`src/rtl/nrdiv_pkg.sv`:
```
package nrdiv_pkg;
    typedef enum logic [1:0] {
        ST_IDLE = 2'd0,
        ST_STEP = 2'd1,
        ST_DONE = 2'd2
    } nrdiv_state_t;
endpackage

```
`src/rtl/nrdiv_guard.sv`:
```
module nrdiv_guard #(
    parameter int DIV_W = 16,
    parameter int CNT_W = 5
) (
    input  logic [2*DIV_W-1:0] dividend,
    input  logic [DIV_W-1:0]   divisor,
    input  logic [CNT_W-1:0]   steps,
    output logic               bad,
    output logic [CNT_W-1:0]   eff_steps
);
    logic [DIV_W:0]   mag;
    logic [2*DIV_W:0] limit;
    logic             bad_cnt;

    always_comb begin
        mag     = divisor[DIV_W-1] ? (~{1'b1, divisor} + 1'b1) : {1'b0, divisor};
        limit   = {mag, {DIV_W{1'b0}}};
        bad_cnt = (steps < CNT_W'(2)) || (steps > CNT_W'(DIV_W));
        bad     = (divisor == '0) || ({1'b0, dividend} >= limit) || bad_cnt;
        eff_steps = bad_cnt ? CNT_W'(DIV_W) : steps;
    end
endmodule

```
`src/rtl/nrdiv_step.sv`:
```
module nrdiv_step #(
    parameter int DIV_W = 16,
    parameter int ACC_W = 36
) (
    input  logic [ACC_W-1:0] acc_in,
    input  logic             carry_in,
    input  logic [DIV_W-1:0] div,
    output logic [ACC_W-1:0] acc_nx,
    output logic             carry_nx
);
    localparam int HI_W = ACC_W - DIV_W;

    logic             do_sub;
    logic [ACC_W-1:0] shifted;
    logic [HI_W-1:0]  dext;
    logic [HI_W-1:0]  hi_new;

    always_comb begin
        // sign compare taken before the shift
        do_sub  = ~(acc_in[ACC_W-1] ^ div[DIV_W-1]);
        shifted = {acc_in[ACC_W-2:0], carry_in};
        dext    = {{(HI_W-DIV_W){div[DIV_W-1]}}, div};
        hi_new  = do_sub ? (shifted[ACC_W-1:DIV_W] - dext)
                         : (shifted[ACC_W-1:DIV_W] + dext);
        acc_nx   = {hi_new, shifted[DIV_W-1:0]};
        carry_nx = ~hi_new[HI_W-1];
    end
endmodule

```
`src/rtl/nrdiv_fix.sv`:
```
module nrdiv_fix #(
    parameter int DIV_W = 16,
    parameter int ACC_W = 36,
    parameter int CNT_W = 5
) (
    input  logic [ACC_W-1:0] acc,
    input  logic             carry,
    input  logic [DIV_W-1:0] div,
    input  logic [CNT_W-1:0] nsteps,
    output logic [DIV_W:0]   quotient,
    output logic [ACC_W-1:0] remainder
);
    localparam int HI_W = ACC_W - DIV_W;

    logic [DIV_W:0]  qmask;
    logic [DIV_W:0]  qraw;
    logic [DIV_W:0]  qmag;
    logic [HI_W-1:0] dext;
    logic [HI_W-1:0] dmag;
    logic [HI_W-1:0] hi_fix;

    always_comb begin
        qmask = ({{DIV_W{1'b0}}, 1'b1} << nsteps) - 1'b1;
        qraw  = ({1'b0, acc[DIV_W-1:0]} << 1) | {{DIV_W{1'b0}}, carry};
        qmag  = qraw & qmask;
        quotient = div[DIV_W-1] ? ((DIV_W+1)'(0) - qmag) : qmag;

        dext   = {{(HI_W-DIV_W){div[DIV_W-1]}}, div};
        dmag   = div[DIV_W-1] ? (HI_W'(0) - dext) : dext;
        hi_fix = acc[ACC_W-1] ? (acc[ACC_W-1:DIV_W] + dmag) : acc[ACC_W-1:DIV_W];
        remainder = {hi_fix, acc[DIV_W-1:0] & ~qmask[DIV_W-1:0]};
    end
endmodule

```
`src/rtl/nr_div_unit.sv`:
```
module nr_div_unit
    import nrdiv_pkg::*;
#(
    parameter int DIV_W = 16,
    parameter int EXT_W = 4,
    localparam int ACC_W = EXT_W + 2*DIV_W,
    localparam int CNT_W = $clog2(DIV_W+1)
) (
    input  logic               clk,
    input  logic               rst_n,
    input  logic               start,
    input  logic [2*DIV_W-1:0] dividend,
    input  logic [DIV_W-1:0]   divisor,
    input  logic [CNT_W-1:0]   steps,
    output logic               busy,
    output logic               done,
    output logic               invalid,
    output logic [ACC_W-1:0]   acc_out,
    output logic               carry_out,
    output logic [DIV_W:0]     quotient,
    output logic [ACC_W-1:0]   remainder
);
    nrdiv_state_t     state_q, state_d;
    logic [ACC_W-1:0] acc_q;
    logic             carry_q;
    logic [DIV_W-1:0] div_q;
    logic [CNT_W-1:0] cnt_q;
    logic [CNT_W-1:0] nsteps_q;
    logic             inval_q;

    logic             launch;
    logic             g_bad;
    logic [CNT_W-1:0] g_steps;
    logic [ACC_W-1:0] acc_nx;
    logic             carry_nx;

    nrdiv_guard #(.DIV_W(DIV_W), .CNT_W(CNT_W)) u_guard (
        .dividend (dividend),
        .divisor  (divisor),
        .steps    (steps),
        .bad      (g_bad),
        .eff_steps(g_steps)
    );

    nrdiv_step #(.DIV_W(DIV_W), .ACC_W(ACC_W)) u_step (
        .acc_in  (acc_q),
        .carry_in(carry_q),
        .div     (div_q),
        .acc_nx  (acc_nx),
        .carry_nx(carry_nx)
    );

    nrdiv_fix #(.DIV_W(DIV_W), .ACC_W(ACC_W), .CNT_W(CNT_W)) u_fix (
        .acc      (acc_q),
        .carry    (carry_q),
        .div      (div_q),
        .nsteps   (nsteps_q),
        .quotient (quotient),
        .remainder(remainder)
    );

    assign launch = start && (state_q == ST_IDLE);

    // next-state logic: T_LAUNCH, T_ITER, T_FINISH, T_RETIRE
    always_comb begin
        state_d = state_q;
        unique case (state_q)
            ST_IDLE: if (start)               state_d = ST_STEP;
            ST_STEP: if (cnt_q == CNT_W'(1))  state_d = ST_DONE;
            ST_DONE:                          state_d = ST_IDLE;
            default:                          state_d = ST_IDLE;
        endcase
    end

    always_ff @(posedge clk or negedge rst_n) begin
        if (!rst_n) state_q <= ST_IDLE;
        else        state_q <= state_d;
    end

    always_ff @(posedge clk or negedge rst_n) begin
        if (!rst_n) begin
            acc_q    <= '0;
            carry_q  <= 1'b0;
            div_q    <= '0;
            cnt_q    <= '0;
            nsteps_q <= '0;
            inval_q  <= 1'b0;
        end else if (launch) begin
            acc_q    <= {{EXT_W{dividend[2*DIV_W-1]}}, dividend};
            carry_q  <= 1'b0;
            div_q    <= divisor;
            cnt_q    <= g_steps;
            nsteps_q <= g_steps;
            inval_q  <= g_bad;
        end else if (state_q == ST_STEP) begin
            acc_q   <= acc_nx;
            carry_q <= carry_nx;
            cnt_q   <= cnt_q - 1'b1;
        end
    end

    always_comb begin
        busy      = (state_q != ST_IDLE);
        done      = (state_q == ST_DONE);
        invalid   = inval_q;
        acc_out   = acc_q;
        carry_out = carry_q;
    end

    p_done_pulse_r3: assert property (@(posedge clk) disable iff (!rst_n)
        done |=> !done);
    p_busy_launch_r2: assert property (@(posedge clk) disable iff (!rst_n)
        (start && !busy) |=> busy);
    p_shift_low_r4: assert property (@(posedge clk) disable iff (!rst_n)
        (state_q == ST_STEP) |=> (acc_q[DIV_W-1:1] == $past(acc_q[DIV_W-2:0]))
                                 && (acc_q[0] == $past(carry_q)));
    p_frozen_busy_r10: assert property (@(posedge clk) disable iff (!rst_n)
        (busy && !done) |=> ($stable(div_q) && $stable(nsteps_q) && $stable(inval_q)));
    p_hold_idle_r11: assert property (@(posedge clk) disable iff (!rst_n)
        (!busy && !start) |=> ($stable(quotient) && $stable(remainder) && $stable(acc_out)));
    p_qsign_r6: assert property (@(posedge clk) disable iff (!rst_n)
        (done && !invalid && (quotient != '0)) |-> (quotient[DIV_W] == div_q[DIV_W-1]));
    p_rem_range_r7: assert property (@(posedge clk) disable iff (!rst_n)
        (done && !invalid) |-> (remainder[ACC_W-1:2*DIV_W-1] == '0));
endmodule

```
`config.mk`:
```
export PLATFORM = sky130hd
export DESIGN_NAME = nr_div_unit
export DESIGN_NICKNAME = d
export VERILOG_FILES = /design/src/rtl/nrdiv_pkg.sv /design/src/rtl/nrdiv_guard.sv /design/src/rtl/nrdiv_step.sv /design/src/rtl/nrdiv_fix.sv /design/src/rtl/nr_div_unit.sv
export SDC_FILE = /design/constraint.sdc
export NUM_CORES = 1
export LEC_CHECK = 0
export BUFFER_PORTS_ARGS = -buffer_cell sky130_fd_sc_hd__buf_2
export CAP_MARGIN = 20
export CORE_ASPECT_RATIO = 1.5
export CORE_UTILIZATION = 35
export CTS_CLUSTER_SIZE = 30
export DETAILED_ROUTE_END_ITERATION = 12
export PLACE_DENSITY_LB_ADDON = 0.08
export SLEW_MARGIN = 0
export SYNTH_ARGS = -nofsm -noshare
export SYNTH_HDL_FRONTEND = slang
export SYNTH_SLANG_ARGS = --single-unit
```
`constraint.sdc`:
```
create_clock -name clk -period 6 [get_ports clk]
set_input_delay 0.6 -clock clk [delete_from_list [all_inputs] [get_ports clk]]
set_output_delay 0.6 -clock clk [all_outputs]
set_load 0.05 [all_outputs]
```
# Word-level counts from Yosys, hierarchy flattened
# Cells that the tools add are included.
[word_totals]
ff_bits = 66
in_bits = 56
output_inout_bits = 93
[op_classes]
n_addsub = 8
magnitude_cmp = 3
eq_ne = 5
n_shift = 1
n_mux = 15
bitwise = 7
n_reduce_logical = 9
[op_table]
columns = ["cell", "count"]
rows = [
  ["two-way mux 36 bit", 2],
  ["two-way mux 20 bit", 3],
  ["adder 20 bit", 2],
  ["two-way mux 17 bit", 2],
  [">= comparator 32 x 33 -> 1 bit", 1],
  ["subtractor 20 bit", 1],
  ["adder 17 x 1 -> 17 bit, second input constant", 1],
  ["bitwise AND 17 bit", 1],
  ["inverter 17 bit", 1],
  ["OR 17 x 1 -> 17 bit", 1],
  ["<< shifter 1 x 5 -> 17 bit, first input constant", 1],
  ["subtractor 1 x 16 -> 17 bit, first input constant", 1],
  ["subtractor 1 x 17 -> 17 bit, first input constant", 1],
  ["subtractor 17 x 1 -> 17 bit, second input constant", 1],
  ["bitwise AND 16 bit", 1],
  ["logical NOT 16 bit", 1],
  ["inverter 16 bit", 1],
  ["two-way mux 5 bit", 3],
  ["== test 5 x 1 -> 1 bit, second input constant", 1],
  ["> comparator 5 bit, second input constant", 1],
  ["< comparator 5 x 2 -> 1 bit, second input constant", 1],
  ["subtractor 5 x 1 -> 5 bit, second input constant", 1],
  ["two-way mux 2 bit", 2],
  ["inequality test 2 bit, second input constant", 2],
  ["other kinds (11)", 15],
]

# Depth between registers and ports, before layout
[depth]
depth_word = 6
ltp_mapped = 17

# Modules after synthesis
# A second synthesis with hierarchy kept.
[unflattened]
hier_cells = 946
area_unflattened_um2 = 7348.3
[by_module_without_submodules]
columns = ["mod", "instances", "cells_each", "area_per_inst_um2", "seq_area_each_um2"]
rows = [
  ["nr_div_unit", 1, 291, 2755.1, 1651.6],
  ["nrdiv_fix", 1, 359, 2414.8, 0.0],
  ["nrdiv_step", 1, 196, 1417.6, 0.0],
  ["nrdiv_guard", 1, 100, 760.7, 0.0],
]

# Worst setup path after synthesis
# Ideal clock, no wire load.
[synth_path]
kind = "reg2out"
start = "register div_q[0]"
end = "output remainder[35]"
t_arrival_ns = 5.494
slack_ns = -0.094
path_stages_with_launch = 17
n_path_buf = 1
cell_sequence = "dfrtp_1 inv_1 ha_1 nand2_1 or3_1 or3_1 o31ai_1 xnor2_1 ha_1 clkbuf_1 a21oi_1 o21ai_0 a22oi_1 o311ai_0 o22ai_1 nor2_1 a2111oi_0"
[synth_via]
elab_chain_cells = 4
[synth_rtl]
columns = ["element", "line_no", "text"]
rows = [
  ["start, declared", "nr_div_unit.sv:26", "logic [DIV_W-1:0] div_q;"],
  ["start signal, assigned", "nr_div_unit.sv:91", "div_q <= divisor;"],
  ["subtractor 1 x 16 -> 17 bit", "nrdiv_fix.sv:29", "dmag = div[DIV_W-1] ? (HI_W'(0) - dext) : dext;"],
  ["two-way mux 20 bit (*)", "nrdiv_fix.sv:29", ""],
  ["adder 20 bit (*)", "nrdiv_fix.sv:30", "hi_fix = acc[ACC_W-1] ? (acc[ACC_W-1:DIV_W] + dmag) : acc[ACC_W-1:DIV_W];"],
  ["two-way mux 20 bit (*)", "nrdiv_fix.sv:30", ""],
  ["end, declared", "nr_div_unit.sv:21", "output logic [ACC_W-1:0] remainder"],
]
# Mark *: on every way between the ends. The rest lies on a longest branch, timed or not.

# Final worst setup path
[layout_path]
start = "register div_q[0]"
end = "output remainder[34]"
# The elaborated chain is that of the path after synthesis.

==> flow_summary.ini <==
[status]
outcome = complete, no violations

[synth]
synthMuxAreaShare_pct = 2.651
synth_warnings = 0
synthCells = 868
syn_area_um2 = 6750
synth.avg_cell_area_um2 = 7.777
synth-xor-area-share_pct = 12.07
synth_cell_types = 63
synth_compound_area_share_pct = 21.98
yosys.area_share.simple_pct = 22.84
ys_ff_latch = 66
synth_adder_area_share_pct = 11.71
ys_seq_area_share_pct = 24.47
synthArstFlopShare_pct = 100.0
synth_top_family_by_area = simple AND/OR/NAND/NOR gates
synth_edf_count = 0
synth_ff_type = dfrtp_1

[grt]
grt_overflow = 0
grt_pass1_vias = 6731
grt_pass1_wl_um = 36300
grt_max_degree = 67
grt_usage_pct = 24.17
antenna_found_initial = 0

[sta]
rsz0062_at_grt = false
worst_pin_slew_ns = 0.9298
finalSetupViolCount = 0
skew_ns = 0.007359
hold_violations = 0
min_period_ns = 4.953
tns_ns = 0
period_share_pct = 82.56
slew_viol_final = 0
max_freq_mhz = 201.9
slew_headroom_pct = 38.02
hold_ws_ns = 0.4610

[floorplanning]
ios = 149
die_w_um = 115.4
die_h_um = 172.1
core_area_um2 = 18700
start_util_pct = 36.10
die_area_um2 = 19860
num_rows = 61

[setup_path]
reg2reg_from = div_q[0]
startpoint_type = flip-flop
critPathLaunch = div_q[0]
worstPathRequired_ns = 5.40
crit_type = flip-flop to primary output
crit_arrival_ns = 4.35
r2r_cells = 15
crit_path_end_kind = primary output
r2r-end = acc_out[35]
reg2reg_slack_ns = 1.80
critPathMaxFanout = 5

[drt]
drcViolationCount = 0
wl_per_cell_um = 18.74
drt_wl_total_um = 23470
num_vias = 6791
vias_per_cell = 5.424
ant_nets = 0
first_pass_iters = 5
initialDrtViolationCount = 410

[placed_design]
dp.cells = 1236
dp_hpwl_um = 18350
io_buffers = 148
gp_routability_congestion = 0.8901

[layout]
area_growth_pct = 19.59
final_core_util_pct = 43.17
nets = 1113
fillers = 1993
num_antenna_cells = 0
drive_above_1_share_pct = 20.10
stdcell_count = 1252

[clocking]
post_cts_resized = 0
cts-buffers-inserted = 9
path_clk_slew_ns = 0.06
root_buffer = clkbuf_16
cts_tree = done
insertion_delay_ns = 0.34
h-tree-depth = 3
cts_buffer_depth = 2
cts.sinks = 66
post_cts.repair.setup_buffers = 0
postCtsHoldBufs = 0

[run]
max-cap-violations = 0

[min_path]
min_path_type = primary input to async pin
cells by family after synthesis:
group / count (synthesis)
and+or+nand+nor: 326
adders and majority gates: 62
other: 1
muxes: 16
buffers and inverters: 72
xor gates and xnor gates: 93
AOI/OAI and AO/OA: 232
DFF: 66
worst max-delay path by stage:
stage | end | slack (ns) | depth (start not counted)
after global placement | remainder[35] | 1.51 | 16
final | remainder[34] | 1.05 | 17
after detailed placement | remainder[35] | 1.45 | 16
after CTS | remainder[35] | 1.05 | 16
after global routing | remainder[35] | 0.70 | 16
after floorplan | remainder[35] | 0.58 | 16
cells in the mapped netlist, drive strengths merged (18+ instances only):
| library cell | instances | area [um2] |
|---|---|---|
| a21oi | 48 | 240.2 |
| a22oi | 29 | 217.7 |
| clkbuf | 35 | 131.4 |
| dfrtp | 66 | 1652 |
| ha | 60 | 750.7 |
| inv | 26 | 97.59 |
| nand2 | 160 | 600.6 |
| nand3 | 18 | 90.09 |
| nor2 | 46 | 175.2 |
| o21ai | 62 | 310.3 |
| xnor2 | 51 | 446.7 |
| xor2 | 42 | 367.9 |
cell usage in the layout (no fill, tap or decap), drive strengths merged, types with 16 or more instances in the layout:
master / n
ha: 60
a22oi: 29
nand3: 18
a21o: 16
nand2: 160
xor2: 42
buf: 160
inv: 28
o21ai: 62
xnor2: 51
dfrtp: 66
a21oi: 48
nor2: 46
metal layers:
layer  wire [um]  vias to the layer above  track usage (%)
met5           0                        -                0
met2       12660                      182            46.76
met1        9285                     3214            25.83
met4         792                        0            10.22
li1            -                     3352                -
met3         732                       43            2.909
through the flow:
step                      cell area [um2]  setup slack [ns]
after floorplan                      6759            0.5820
after global placement               7724             1.506
after detailed placement             7724             1.449
after CTS                            8073             1.046
after global routing                 8073            0.7005
final                                8073             1.047
state kept, by name (all words and copies together), names as in the netlist:
register and count:
acc_out 36, carry_out 1, cnt_q 5, div_q 16
invalid 1, nsteps_q 5, state_q 2
worst max-delay path: stages, from the launching register on:
cell	delay, ns
dfrtp_1	0.41
inv_1	0.09
ha_1	0.19
nand2_1	0.09
or3_1	0.38
or4b_1	0.57
nor3_2	0.23
nand2b_1	0.16
xnor2_1	0.07
ha_1	0.22
a21oi_1	0.33
a21boi_0	0.19
a21o_1	0.21
nand2_1	0.06
o311ai_0	0.15
xor2_1	0.18
mux2_2	0.27
buf_2	0.21
layout make-up:
cell class                 count  area [um2]  share of cell area (%)
multi-input combinational    732        4828                   59.81
sequential                    66        1652                   20.46
timing repair buffer         160       830.8                   10.29
tap                          252       315.3                   3.906
clock buffer                   9       225.2                   2.790
clock inverter                 7       123.9                   1.534
inverter                      26       97.59                   1.209
Power is not shown: default switching activity piles up to over one toggle a cycle in this logic, so the estimate is an artifact.
